==> config.mk <==
export PLATFORM = sky130hd
export DESIGN_NAME = vtg_top
export DESIGN_NICKNAME = d
export VERILOG_FILES = /design/src/rtl/vtg_pkg.sv /design/src/rtl/vtg_phase_seq.sv /design/src/rtl/vtg_regs.sv /design/src/rtl/vtg_top.sv
export SDC_FILE = /design/constraint.sdc
export NUM_CORES = 1
export LEC_CHECK = 0
export ABC_AREA = 1
export BUFFER_PORTS_ARGS = -buffer_cell sky130_fd_sc_hd__clkbuf_2
export CORE_ASPECT_RATIO = 0.5
export CORE_MARGIN = 1.5
export CORE_UTILIZATION = 55
export DETAILED_ROUTE_END_ITERATION = 10
export GPL_TIMING_DRIVEN = 0
export PLACE_DENSITY = 0.77
export SKIP_LAST_GASP = 1
export SLEW_MARGIN = 10
export SYNTH_ARGS = -nofsm -noshare
export SYNTH_HDL_FRONTEND = slang
export SYNTH_HIERARCHICAL = 1
export SYNTH_SLANG_ARGS = --single-unit
==> constraint.sdc <==
create_clock -name clk -period 7.5 [get_ports clk]
set_input_delay 0 -clock clk [delete_from_list [all_inputs] [get_ports clk]]
set_output_delay 0 -clock clk [all_outputs]
set_load 0.02 [all_outputs]
==> src/rtl/vtg_pkg.sv <==
package vtg_pkg;
    localparam int LEN_W   = 16;
    localparam int DATA_W  = 32;
    localparam int ADDR_W  = 4;
    localparam int NUM_EVT = 10;
    localparam int NUM_PH  = 4;

    typedef enum logic [1:0] {
        PH_SYNC  = 2'd0,
        PH_BACK  = 2'd1,
        PH_ACT   = 2'd2,
        PH_FRONT = 2'd3
    } phase_e;

    typedef enum logic [1:0] {
        ST_IDLE = 2'd0,
        ST_RUN  = 2'd1,
        ST_DONE = 2'd2
    } run_e;

    // field order puts sync lowest so the struct maps onto [phase] indexing
    typedef struct packed {
        logic [LEN_W-1:0] front;
        logic [LEN_W-1:0] act;
        logic [LEN_W-1:0] back;
        logic [LEN_W-1:0] sync;
    } axis_t;

    typedef struct packed {
        logic intl;
        logic cont;
        logic en;
    } ctrl_t;

    localparam logic [ADDR_W-1:0] A_CTRL  = 4'd0;
    localparam logic [ADDR_W-1:0] A_HSB   = 4'd1;
    localparam logic [ADDR_W-1:0] A_HFA   = 4'd2;
    localparam logic [ADDR_W-1:0] A_VSB_O = 4'd3;
    localparam logic [ADDR_W-1:0] A_VFA_O = 4'd4;
    localparam logic [ADDR_W-1:0] A_VSB_E = 4'd5;
    localparam logic [ADDR_W-1:0] A_VFA_E = 4'd6;
    localparam logic [ADDR_W-1:0] A_IEN   = 4'd7;
    localparam logic [ADDR_W-1:0] A_STAT  = 4'd8;

    localparam int EV_VBASE = 4;
    localparam int EV_FEND  = 8;
    localparam int EV_IDLE  = 9;

    function automatic axis_t unpack_axis(input logic [DATA_W-1:0] sb,
                                          input logic [DATA_W-1:0] fa);
        axis_t a;
        a.sync  = sb[LEN_W-1:0];
        a.back  = sb[DATA_W-1:LEN_W];
        a.act   = fa[LEN_W-1:0];
        a.front = fa[DATA_W-1:LEN_W];
        return a;
    endfunction
endpackage

==> src/rtl/vtg_phase_seq.sv <==
module vtg_phase_seq
    import vtg_pkg::*;
#(
    parameter int W = LEN_W
) (
    input  logic                     clk,
    input  logic                     rst,
    input  logic                     clear,
    input  logic                     step,
    input  logic [NUM_PH-1:0][W-1:0] lens,
    output phase_e                   phase,
    output logic                     first,
    output logic                     last
);
    logic [W-1:0]             cnt;
    logic [NUM_PH-1:0][W-1:0] lim;
    logic                     phase_end;
    logic [1:0]               nxt;

    // zero length counts as one cycle/line
    for (genvar g = 0; g < NUM_PH; g++) begin : g_lim
        assign lim[g] = (lens[g] == '0) ? '0 : lens[g] - W'(1);
    end

    assign phase_end = (cnt >= lim[phase]);
    assign nxt       = phase + 2'd1;
    assign first     = (cnt == '0);
    assign last      = (phase == PH_FRONT) && phase_end;

    always_ff @(posedge clk) begin
        if (rst || clear) begin
            phase <= PH_SYNC;
            cnt   <= '0;
        end else if (step) begin
            if (phase_end) begin
                cnt   <= '0;
                phase <= phase_e'(nxt);
            end else begin
                cnt <= cnt + W'(1);
            end
        end
    end
endmodule

==> src/rtl/vtg_regs.sv <==
module vtg_regs
    import vtg_pkg::*;
(
    input  logic               clk,
    input  logic               rst,
    input  logic               wr_en,
    input  logic [ADDR_W-1:0]  addr,
    input  logic [DATA_W-1:0]  wdata,
    input  logic [NUM_EVT-1:0] evt,
    output ctrl_t              ctrl,
    output axis_t              h_axis,
    output axis_t              v_odd,
    output axis_t              v_even,
    output logic [NUM_EVT-1:0] inten,
    output logic [NUM_EVT-1:0] status,
    output logic [DATA_W-1:0]  rdata
);
    logic [DATA_W-1:0] hsb_q, hfa_q;
    logic [DATA_W-1:0] vsb_q [2];
    logic [DATA_W-1:0] vfa_q [2];
    logic [NUM_EVT-1:0] clr;

    assign clr = (wr_en && addr == A_STAT) ? wdata[NUM_EVT-1:0] : '0;

    always_ff @(posedge clk) begin
        if (rst) begin
            ctrl   <= '0;
            hsb_q  <= '0;
            hfa_q  <= '0;
            inten  <= '0;
            status <= '0;
            for (int f = 0; f < 2; f++) begin
                vsb_q[f] <= '0;
                vfa_q[f] <= '0;
            end
        end else begin
            if (wr_en) begin
                if (addr == A_CTRL) begin
                    ctrl.en   <= wdata[0];
                    ctrl.cont <= wdata[1];
                    ctrl.intl <= wdata[4];
                end
                if (addr == A_HSB) hsb_q <= wdata;
                if (addr == A_HFA) hfa_q <= wdata;
                if (addr == A_IEN) inten <= wdata[NUM_EVT-1:0];
                for (int f = 0; f < 2; f++) begin
                    if (addr == A_VSB_O + ADDR_W'(2 * f)) vsb_q[f] <= wdata;
                    if (addr == A_VFA_O + ADDR_W'(2 * f)) vfa_q[f] <= wdata;
                end
            end
            status <= (status & ~clr) | evt;
        end
    end

    assign h_axis = unpack_axis(hsb_q, hfa_q);
    assign v_odd  = unpack_axis(vsb_q[0], vfa_q[0]);
    assign v_even = unpack_axis(vsb_q[1], vfa_q[1]);

    always_comb begin
        case (addr)
            A_CTRL:  rdata = {27'b0, ctrl.intl, 2'b0, ctrl.cont, ctrl.en};
            A_HSB:   rdata = hsb_q;
            A_HFA:   rdata = hfa_q;
            A_VSB_O: rdata = vsb_q[0];
            A_VFA_O: rdata = vfa_q[0];
            A_VSB_E: rdata = vsb_q[1];
            A_VFA_E: rdata = vfa_q[1];
            A_IEN:   rdata = {{(DATA_W-NUM_EVT){1'b0}}, inten};
            A_STAT:  rdata = {{(DATA_W-NUM_EVT){1'b0}}, status};
            default: rdata = '0;
        endcase
    end
endmodule

==> src/rtl/vtg_top.sv <==
module vtg_top
    import vtg_pkg::*;
(
    input  logic               clk,
    input  logic               rst,
    input  logic               wr_en,
    input  logic [ADDR_W-1:0]  addr,
    input  logic [DATA_W-1:0]  wdata,
    output logic [DATA_W-1:0]  rdata,
    output logic               hsync_o,
    output logic               vsync_o,
    output logic               de_o,
    output logic [NUM_EVT-1:0] evt_o,
    output logic               irq_o
);
    ctrl_t  ctrl;
    axis_t  h_axis, v_odd, v_even, v_axis;
    logic [NUM_EVT-1:0] inten_w, status_w;
    logic [NUM_PH-1:0][LEN_W-1:0] h_lens, v_lens;

    run_e   state;
    logic   field_q, idle_q, run;
    phase_e hph, vph;
    logic   hfirst, hlast, vfirst, vlast;
    logic   line_start, line_end, frame_end;

    vtg_regs u_regs (
        .clk    (clk),
        .rst    (rst),
        .wr_en  (wr_en),
        .addr   (addr),
        .wdata  (wdata),
        .evt    (evt_o),
        .ctrl   (ctrl),
        .h_axis (h_axis),
        .v_odd  (v_odd),
        .v_even (v_even),
        .inten  (inten_w),
        .status (status_w),
        .rdata  (rdata)
    );

    assign v_axis = field_q ? v_even : v_odd;
    assign h_lens = h_axis;
    assign v_lens = v_axis;
    assign run    = (state == ST_RUN);

    vtg_phase_seq #(.W(LEN_W)) u_hseq (
        .clk   (clk),
        .rst   (rst),
        .clear (!run),
        .step  (run),
        .lens  (h_lens),
        .phase (hph),
        .first (hfirst),
        .last  (hlast)
    );

    vtg_phase_seq #(.W(LEN_W)) u_vseq (
        .clk   (clk),
        .rst   (rst),
        .clear (!run),
        .step  (line_end),
        .lens  (v_lens),
        .phase (vph),
        .first (vfirst),
        .last  (vlast)
    );

    assign line_start = run && hfirst && (hph == PH_SYNC);
    assign line_end   = run && hlast;
    assign frame_end  = line_end && vlast;

    always_ff @(posedge clk) begin
        if (rst) begin
            state   <= ST_IDLE;
            field_q <= 1'b0;
            idle_q  <= 1'b0;
        end else begin
            idle_q <= 1'b0;
            case (state)
                ST_IDLE: if (ctrl.en) begin
                    state   <= ST_RUN;
                    field_q <= 1'b0;
                end
                ST_RUN: begin
                    if (!ctrl.en) begin
                        state <= ST_IDLE;
                    end else if (frame_end) begin
                        if (ctrl.cont) begin
                            field_q <= ctrl.intl ? ~field_q : 1'b0;
                        end else begin
                            state  <= ST_DONE;
                            idle_q <= 1'b1;
                        end
                    end
                end
                ST_DONE: if (!ctrl.en) state <= ST_IDLE;
                default: state <= ST_IDLE;
            endcase
        end
    end

    for (genvar k = 0; k < NUM_PH; k++) begin : g_evt
        assign evt_o[k]          = run && hfirst && (hph == phase_e'(k));
        assign evt_o[EV_VBASE+k] = line_start && vfirst && (vph == phase_e'(k));
    end
    assign evt_o[EV_FEND] = frame_end;
    assign evt_o[EV_IDLE] = idle_q;

    assign hsync_o = run && (hph == PH_SYNC);
    assign vsync_o = run && (vph == PH_SYNC);
    assign de_o    = run && (hph == PH_ACT) && (vph == PH_ACT);
    assign irq_o   = |(status_w & inten_w);
endmodule

==> results of run 1 <==
## per-layer routing
metal	vias to the layer above	part of all wire	routed length, um	GRT usage
met3	133	0.13	7691	0.09726
met2	1016	0.43	24860	0.5478
li1	8556	-	-	-
met4	0	0.027	1562	0.1000
met1	8213	0.41	23840	0.4873
met5	-	0	0	0
## per-stage QoR
step                worst slack, ps    util
floorplan                      4188       -
global placement               2545  0.5954
detailed placement             2752  0.5986
CTS                            2403  0.6354
global route                   2003  0.6356
finish                         2310  0.6356
## worst max-delay path: cells and delay by family, from the launching register on
kind            cells  cell delay, ps
compound gates      1             500
fa+ha+maj           2             570
buf+inv            10            1730
flops               1             320
simple gates       16            1520
## final cells by class
type / instances / share of cell area
plain buffers: 105 / 0.02614
inverters: 265 / 0.05158
clock buffers: 36 / 0.03690
multi-input cells: 1953 / 0.4827
diodes: 2 / 0.0002576
flip-flops and latches: 255 / 0.3287
clock inverters: 8 / 0.003992
repair buffers: 120 / 0.04250
well taps: 423 / 0.02724
## report_power, final
group | internal, mW | switching [mW] | total, mW
registers | 1.52 | 0.0396 | 1.56
clock network | 0.698 | 0.554 | 1.25
logic | 0.190 | 0.414 | 0.604
total | 2.40 | 1.01 | 3.41
## how the worst max path moves through the flow
stage	from	end	depth (start not counted)
finish	field_q	evt_o[8]	29
CTS	field_q	evt_o[8]	25
detailed placement	u_regs/hsb_q[16]	u_vseq/cnt[7]	23
global placement	addr[0]	u_regs/vsb_q[0][57]	5
global route	field_q	evt_o[8]	29
floorplan	u_regs/hsb_q[16]	u_vseq/cnt[7]	27
## kinds of logic (layout without fill, tap and decap cells)
kind of cell             count (synthesis)  after routing  synth area share
flip-flops                             255            255            0.3700
AO/OA/AOI/OAI                          181            181           0.05844
other                                    0              2                 0
buffers and inverters                  370            534           0.08751
adder cells (fa/ha/maj)                 46             46           0.03335
AND/OR/NAND/NOR                       1636           1636            0.4050
XOR/XNOR                                90             90           0.04568
## sequential cells by signal, indices dropped and copies added (netlist names), 3 cells and up
register	count
u_regs/ctrl	3
u_regs/inten	10
u_regs/vsb_q	64
u_regs/status	10
u_regs/hfa_q	32
u_regs/hsb_q	32
u_vseq/cnt	16
u_regs/vfa_q	64
u_hseq/cnt	16
## cell usage in the layout (no fill, tap or decap), types with 11 or more instances in the layout
cell type	n
buf_2	28
o21ai_1	11
xnor2_1	31
dfxtp_1	127
buf_1	11
xor2_1	59
o211ai_1	17
nor2_2	11
nand4_1	79
nand2_1	847
clkbuf_2	83
clkbuf_1	58
nand3_1	223
ha_1	46
inv_1	253
o21ai_0	52
nor3_1	17
nand2_2	14
edfxtp_1	128
a21oi_1	81
nor2_1	390
dlygate4sd3_1	33
clkbuf_16	25
## timing repair
item / in CTS / in global routing
hold buffers: 33 / 0
endpoints found under the setup margin: 0 / 0
hold endpoints to repair: 216 / 0
buffers inserted: 0 / 0
==> flow_summary_export.csv, run 1 <==
group,metric,value,unit
detailed_routing,wl_per_cell,18.30,um
status,status,"finished, final reports clean",
worst_setup_path,criticalPathCategory,"register to output pin",
worst_setup_path,cp_common_cell,"nand2_1",
finish,stdcell_area,19430,sq um
logic_synthesis,synth_top_area_frac,0.2227,
detailed_routing,vias,17918,
finish,area_delta_synth_final,12.59,%
finish,final_nets,2809,
logic_synthesis,synthCells,2578,
clock_network,cts_root_buffer,"clkbuf_16",
floorplanning,initial_utilization,0.5645,
logic_synthesis,synth-async-reset-ratio,0,
finish,multi_input_area,9380,sq um
global_route,grt_pass1_vias,16260,
clock_network,clock-sinks,255,
global_route,grt_first_pass_wirelength,88260,um
placement,place_inst,3088,
worst_setup_path,start_kind,"register",
placement,gp_congestion,0.9853,
worst_setup_path,path_max_fanout,10,
detailed_routing,via_per_inst,5.658,
sta,rsz0062_at_grt,"no",
worst_setup_path,worstPathArrival,5190,ps
finish,nFillCells,2737,
hold_path,whs_endpoint,"u_regs/hfa_q[13]",
hold_path,hp-class,"input pin to register",
logic_synthesis,synth_edf_count,128,
worst_setup_path,cpPeakStageDelay,500,ps
placement,portBuffers,83,
sta,clock-skew-final,13.55,ps
detailed_routing,drtIter0Drc,2312,
detailed_routing,drc_errors,0,
logic_synthesis,netlist_area,17260,sq um
worst_setup_path,required,7500,ps
logic_synthesis,syn_nets,2663,
power,ir_drop,159.2,uV
clock_network,numCtsBuffers,24,
clock_network,worstSkewPairLatency,550,ps
sta,finalSetupTns,0,ps
worst_setup_path,r2r_cells,22,
hold_path,hold_depth,5,
worst_setup_path,rrSetupSlack,2510,ps
worst_setup_path,r2r-start,"u_regs/hfa_q[16]",
worst_setup_path,cp_slowest_cell,"a21boi_0",
worst_setup_path,critPathCaptureType,"output pin",
placement,dpl-instance-area,18300,sq um
logic_synthesis,synth_warnings,6,
global_route,grt.total_usage,0.3546,
floorplanning,core_area,30570,sq um
job,maxCapViolations,0,
power,p_per_area,175.6,nW/um^2
logic_synthesis,ys_seq_area_frac,0.3700,
sta,maxSlewViolCount,0,
sta,max_slew_margin,0.2497,
logic_synthesis,avgSynthCellArea,6.694,sq um
sta,tightest_slew,1117,ps
floorplanning,core.rowCount,45,
floorplanning,fp.dieH,128.3,um
clock_network,cts_tree,"built",
logic_synthesis,yosysMostFrequentCell,"nand2_1",
clock_network,cts.clk_slew.worst_paths,70,ps
global_route,grt_max_degree,26,
floorplanning,top_level_ports,85,
logic_synthesis,synth_area_leader_cell,"edfxtp_1",
detailed_routing,drt_wl_total,57950,um
sta,fmax,192.7,MHz
sta,fin_crit,5190,ps
clock_network,cts_resized,0,
logic_synthesis,netlist_top_cells_area,"edfxtp_1 (22%), nand2_1 (18%), dfxtp_1 (15%)",
detailed_routing,first_pass_iters,6,
global_route,overflow,0,
sta,setup_viol,0,
finish,regArea,6386,sq um
sta,whs,74.90,ps
logic_synthesis,ys_seq_elements,255,
floorplanning,die_w,253.5,um
sta,final_hold_viol_count,0,
hold_path,hold_start,"wr_en",
finish,drive_gt1_frac,0.08899,
floorplanning,die_area,32510,sq um
power,p_total,3.412,mW
sta,period_share,0.6919,
global_route,antenna_found_initial,2,
placement,dpl.hpwl,44070,um
clock_network,cts_buffer_depth,3,
logic_synthesis,synthTopCellsByCount,"nand2_1 (850), nor2_1 (390), inv_1 (253), nand3_1 (223), edfxtp_1 (128)",
power,p_leak,8.821,nW
worst_setup_path,r2r-end,"u_vseq/cnt[7]",
logic_synthesis,synth.distinct_cells,49,
finish,fin_cells,3167,
clock_network,htreeDepth,1,
detailed_routing,antenna_left,0,
logic_synthesis,ys.flop_type,"edfxtp_1",
No activity file was read; power rests on OpenSTA's default activity.
==> run 2, diff against run 1 <==
--- a/config.mk
+++ b/config.mk
@@ -12,7 +12,7 @@
 export CORE_UTILIZATION = 55
 export DETAILED_ROUTE_END_ITERATION = 10
 export GPL_TIMING_DRIVEN = 0
-export PLACE_DENSITY = 0.77
+export PLACE_DENSITY = 0.8
 export SKIP_LAST_GASP = 1
 export SLEW_MARGIN = 10
 export SYNTH_ARGS = -nofsm -noshare
==> constraint.sdc (replaced) <==
create_clock -name clk -period 4.6 [get_ports clk]
set_input_delay 0 -clock clk [delete_from_list [all_inputs] [get_ports clk]]
set_output_delay 0 -clock clk [all_outputs]
set_load 0.02 [all_outputs]
==> run 2 against run 1 <==
Total power increased by 64%. Combinational power increased by 63%. Hold slack improved by 6.5 ps. Global-route usage decreased by 0.39 points. Wire length down 1.0%. Count of clock-buffer cells in the layout fell by 3.
==> flow_summary_export.csv, run 2 (synthesized netlist as in run 1, its figures left out) <==
group,metric,value,unit
detailed_routing,antenna_left,0,
power,p_sw_frac,0.2925,
power,p_total,5.586,mW
clock_network,cts.clk_slew.worst_paths,70,ps
floorplanning,top_level_ports,85,
power,pwr-share-seq,0.454,
finish,layout_common_cells,"nand2_1 (846), nor2_1 (389), inv_1 (251)",
floorplanning,die_area,32510,sq um
worst_setup_path,rrSetupSlack,310,ps
worst_setup_path,criticalPathCategory,"register to output pin",
finish,final_core_util,0.6386,
clock_network,cts_root_buffer,"clkbuf_16",
finish,nFillCells,2677,
power,p_clk_frac,0.369,
worst_setup_path,start_kind,"register",
placement,place_inst,3088,
floorplanning,initial_utilization,0.5645,
clock_network,cts_buffer_depth,3,
sta,final_hold_viol_count,0,
hold_path,hp-class,"input pin to register",
placement,place_ws,-59.94,ps
placement,dpl-instance-area,18310,sq um
floorplanning,die_w,253.5,um
hold_path,hold_depth,5,
power,p_per_area,286.1,nW/um^2
detailed_routing,first_pass_iters,7,
power,ir_drop,292.6,uV
worst_setup_path,path_max_fanout,10,
detailed_routing,via_per_inst,5.650,
status,status,"finished, final reports clean",
worst_setup_path,critPathCaptureType,"output pin",
placement,portBuffers,83,
finish,top_regs,"u_regs/vfa_q: 64 flops, u_regs/vsb_q: 64 flops",
global_route,grt_max_degree,26,
global_route,antenna_found_initial,1,
power,pwr-share-comb,0.176,
finish,area_delta_synth_final,13.13,%
clock_network,htreeDepth,1,
floorplanning,fp.dieH,128.3,um
sta,maxSlewViolCount,0,
worst_setup_path,r2r_cells,22,
detailed_routing,drt_wl_total,57350,um
power,p_leak,8.868,nW
floorplanning,core_area,30570,sq um
finish,fin_cells,3168,
clock_network,worstSkewPairLatency,550,ps
sta,rsz0062_at_grt,"yes",
worst_setup_path,r2r-start,"u_regs/hfa_q[0]",
sta,finalSetupTns,0,ps
global_route,grt_first_pass_wirelength,87590,um
sta,setup_viol,0,
sta,fmax,225.7,MHz
clock_network,cts_tree,"built",
worst_setup_path,cp_common_cell,"nand2_1",
worst_setup_path,cpPeakStageDelay,330,ps
sta,fin_ws,168.7,ps
sta,fin_crit,4431,ps
worst_setup_path,worstPathArrival,4430,ps
sta,clock-skew-final,11.52,ps
floorplanning,core.rowCount,45,
detailed_routing,wl_per_cell,18.10,um
global_route,grt_pass1_vias,16225,
sta,tightest_slew,1179,ps
worst_setup_path,required,4600,ps
job,maxCapViolations,0,
detailed_routing,drc_errors,0,
placement,gp_congestion,1.005,
placement,dpl.hpwl,43670,um
hold_path,whs_endpoint,"u_regs/hfa_q[13]",
sta,max_slew_margin,0.2081,
clock_network,clock-sinks,255,
power,p_switching,1.634,mW
detailed_routing,vias,17899,
clock_network,numCtsBuffers,24,
worst_setup_path,r2r-end,"u_vseq/cnt[7]",
power,internal_power,3.952,mW
global_route,grt.total_usage,0.3507,
detailed_routing,drtIter0Drc,2675,
finish,final_common_cell,"nand2_1",
sta,period_share,0.9633,
worst_setup_path,cp_slowest_cell,"dfxtp_1",
finish,final_nets,2810,
finish,drive_gt1_frac,0.09515,
hold_path,hold_start,"wr_en",
sta,whs,81.35,ps
finish,stdcell_area,19520,sq um
global_route,overflow,0,
-- run 2: routing by layer --
layer	vias to the layer above	global-route usage	share of wire
li1	8572	-	-
met1	8194	0.4699	0.41
met2	990	0.5497	0.43
met3	143	0.09990	0.13
met4	0	0.1074	0.030
met5	-	0	0
-- run 2: cell type report --
class,count,area [sq um],share of cell area
multi-input cells,1953,9408,0.4819
flip-flops and latches,255,6386,0.3271
inverters,265,1002,0.05133
repair buffers,121,840.8,0.04307
clock buffers,33,686.9,0.03518
plain buffers,105,546.8,0.02801
well taps,423,529.3,0.02711
clock inverters,11,118.9,0.006088
diodes,2,5.005,0.0002563
-- run 2: how the worst max path moves through the flow --
stage / start / to / cells past startpoint
after floorplan: u_regs/hsb_q[16] / u_vseq/cnt[7] / 27
after global placement: addr[0] / u_regs/vsb_q[0][57] / 5
after detailed placement: u_regs/hsb_q[16] / u_vseq/cnt[7] / 27
after CTS: field_q / evt_o[8] / 24
after global routing: field_q / evt_o[8] / 25
final: field_q / evt_o[8] / 29
-- run 2: repair_timing --
action / 4_1_cts / 5_1_grt
cloned: 0 / 0
resized for setup: 13 / 21
hold buffers: 33 / 0
endpoints found under the hold margin: 217 / 0
setup buffers: 0 / 1
pin swaps: 0 / 6
setup endpoints to repair: 2 / 8
-- run 2: critical path: cells and delay by family (launching register included) --
kind / cells / cell delay [ps]
simple gates: 15 / 1350
flops: 1 / 330
buf+inv: 10 / 1250
fa+ha+maj: 2 / 590
compound gates: 2 / 390
-- run 2: power by group through the flow --
| stage | combinational [mW] | sequential [mW] | clock, mW |
|---|---|---|---|
| global route | 1.07 | 2.55 | 2.16 |
| detailed placement | 0.927 | 2.58 | 0 |
| floorplan | 0.639 | 2.56 | 0 |
| finish | 0.984 | 2.54 | 2.06 |
| CTS | 0.955 | 2.53 | 2.07 |
| global placement | 0.905 | 2.59 | 0 |
==> run 3, diff against run 2 <==
--- a/config.mk
+++ b/config.mk
@@ -13,6 +13,7 @@
 export DETAILED_ROUTE_END_ITERATION = 10
 export GPL_TIMING_DRIVEN = 0
 export PLACE_DENSITY = 0.8
+export REMOVE_ABC_BUFFERS = 1
 export SKIP_LAST_GASP = 1
 export SLEW_MARGIN = 10
 export SYNTH_ARGS = -nofsm -noshare
==> run 3 against run 2 <==
Flip-flop and latch count unchanged. Combinational power decreased by 0.6%. Wire length decreased by 0.74%. Largest cell class unchanged.
==> flow_summary_export.csv, run 3 (synthesized netlist as in run 1, its figures left out) <==
group,metric,value,unit
clock_network,cts_buffer_depth,3,
sta,whs,75.46,ps
global_route,overflow,0,
worst_setup_path,r2r_cells,26,
worst_setup_path,worstPathArrival,4430,ps
worst_setup_path,r2r-start,"u_regs/hfa_q[17]",
worst_setup_path,criticalPathCategory,"register to output pin",
clock_network,htreeDepth,1,
placement,portBuffers,84,
finish,drive_gt1_frac,0.09985,
worst_setup_path,required,4600,ps
sta,clock-skew-final,23.20,ps
detailed_routing,drt_wl_total,56930,um
clock_network,numCtsBuffers,24,
hold_path,whs_endpoint,"u_regs/status[7]",
detailed_routing,antenna_left,0,
clock_network,cts.clk_slew.worst_paths,70,ps
clock_network,cts_root_buffer,"clkbuf_16",
detailed_routing,via_per_inst,5.835,
hold_path,hp-class,"input pin to register",
worst_setup_path,path_depth,21,
hold_path,hold_start,"addr[0]",
worst_setup_path,crit_family,"simple AND/OR/NAND/NOR gates",
placement,gp_congestion,0.9975,
power,p_per_area,288.0,nW/um^2
floorplanning,initial_utilization,0.5645,
clock_network,worstSkewPairLatency,560,ps
floorplanning,fp.dieH,128.3,um
finish,layout_common_cells,"nand2_1 (845), nor2_1 (382), inv_1 (246)",
placement,dpl-instance-area,18100,sq um
worst_setup_path,cp_slowest_cell,"dfxtp_4",
sta,final_hold_viol_count,0,
hold_path,hold_depth,5,
global_route,grt.total_usage,0.3402,
sta,maxSlewViolCount,0,
power,p_total,5.634,mW
floorplanning,die_area,32510,sq um
detailed_routing,drc_errors,0,
status,status,"finished, final reports clean",
floorplanning,die_w,253.5,um
detailed_routing,vias,18094,
worst_setup_path,crit_chain,"buf_4 -> buf_8 -> nand2_1 -> nand2_1 -> nor2_1 -> and3_1 -> nand3_1 -> nand2_2 -> clkinvlp_4 -> clkbuf_2 -> nand3_1 -> nand3_1 -> nand2_1 -> ha_1 -> nand4_1 -> nor3_2 -> nand2_2 -> a21boi_4 -> nand4_1 -> inv_2 -> clkbuf_2",
power,p_leak,8.793,nW
placement,dpl.hpwl,39370,um
sta,fin_crit,4428,ps
detailed_routing,first_pass_iters,7,
global_route,grt_max_degree,63,
placement,place_inst,2995,
worst_setup_path,rrSetupSlack,360,ps
global_route,grt_pass1_vias,15991,
detailed_routing,drtIter0Drc,2871,
worst_setup_path,worst-path-buf-inv,6,
finish,top_regs,"u_regs/vfa_q: 64 flops, u_regs/vsb_q: 64 flops",
job,maxCapViolations,0,
sta,period_share,0.9626,
clock_network,cts_tree,"built",
worst_setup_path,cpPeakStageDelay,530,ps
floorplanning,core_area,30570,sq um
finish,final_common_cell,"nand2_1",
worst_setup_path,path_max_fanout,17,
finish,nFillCells,2612,
floorplanning,core.rowCount,45,
global_route,antenna_found_initial,4,
sta,max_slew_margin,0.1524,
finish,fin_cells,3101,
floorplanning,top_level_ports,85,
finish,stdcell_area,19560,sq um
clock_network,clock-sinks,255,
finish,area_delta_synth_final,13.34,%
worst_setup_path,critPathCaptureType,"output pin",
sta,fmax,225.8,MHz
global_route,grt_first_pass_wirelength,85620,um
sta,setup_viol,0,
sta,tightest_slew,1271,ps
power,ir_drop,204.7,uV
finish,final_nets,2742,
worst_setup_path,r2r-end,"u_vseq/cnt[7]",
detailed_routing,wl_per_cell,18.36,um
worst_setup_path,start_kind,"register",
run 3: cell count changes in the layout (fill, tap and decap cells not counted), moves of 6 or more:
cell,change
nor2_1,-7
buf_2,-27
buf_12,+6
clkbuf_1,-55
inv_6,+6
buf_6,-10
run 3: layout make-up:
| type | count | area, sq um | area share |
|---|---|---|---|
| diodes | 4 | 10.01 | 0.0005117 |
| clock buffers | 26 | 629.4 | 0.03218 |
| clock inverters | 17 | 185.2 | 0.009467 |
| inverters | 265 | 1030 | 0.05265 |
| multi-input cells | 1953 | 9493 | 0.4853 |
| well taps | 423 | 529.3 | 0.02706 |
| repair inverters | 3 | 25.02 | 0.001279 |
| flip-flops and latches | 255 | 6392 | 0.3268 |
| repair buffers | 155 | 1266 | 0.06473 |
run 3: what timing repair did:
item                       4_1_cts  5_1_grt
setup endpoints to repair       21       18
gates cloned                     0        3
hold endpoints to repair       213        0
buffers inserted                 2       18
hold buffers                    36        0
pin swaps                        0        7
gates resized for setup          8       23
run 3: stage by stage:
stage               TNS (ps)  worst slack (ps)  utilization
floorplan              -5451            -489.6            -
global route          -38.65            -38.65       0.6397
finish                     0             172.1       0.6398
detailed placement     -5043            -857.8       0.5920
global placement     -291190             -3690       0.5789
CTS                   -12.68            -12.68       0.6322
run 3: worst max-delay path by stage:
stage	start	to	slack, ps
CTS	field_q	evt_o[8]	-10
global route	field_q	evt_o[8]	-40
global placement	field_q	state[1]	-3690
detailed placement	field_q	state[1]	-860
floorplan	field_q	state[1]	-490
finish	field_q	evt_o[8]	170
run 3: worst reg2reg max path, stage by stage, from the launching register on:
cell and delay [ps]:
dfxtp_1 440, inv_1 70, ha_1 230, nand2_1 200, nor2_2 90, nand2_2 250
inv_1 120, nor2_1 110, nand2_1 70, nand3_1 120, o21ai_0 180, ha_1 350
nand2_1 50, nand2_1 50, nand2_1 50, nand2_1 50, nand2_1 40, nand2_1 50
nand2_1 110, a21boi_2 240, nand3_4 190, inv_4 170, inv_1 120, nor4_4 350
nand2_1 150, o21ai_0 190, nor2_1 60
run 3: routing by layer:
| metal | global-route usage | routed length [um] | vias up |
|---|---|---|---|
| met2 | 0.5214 | 24260 | 1173 |
| met5 | 0 | 19 | - |
| met3 | 0.09929 | 7994 | 199 |
| li1 | - | - | 8426 |
| met4 | 0.09687 | 1907 | 2 |
| met1 | 0.4665 | 22740 | 8294 |
run 3: report_power, final:
group	internal [mW]	switching (mW)	total, mW	leakage [nW]
logic	0.308	0.670	0.978	6.15
registers	2.47	0.0648	2.54	2.25
clock network	1.17	0.946	2.12	0.389
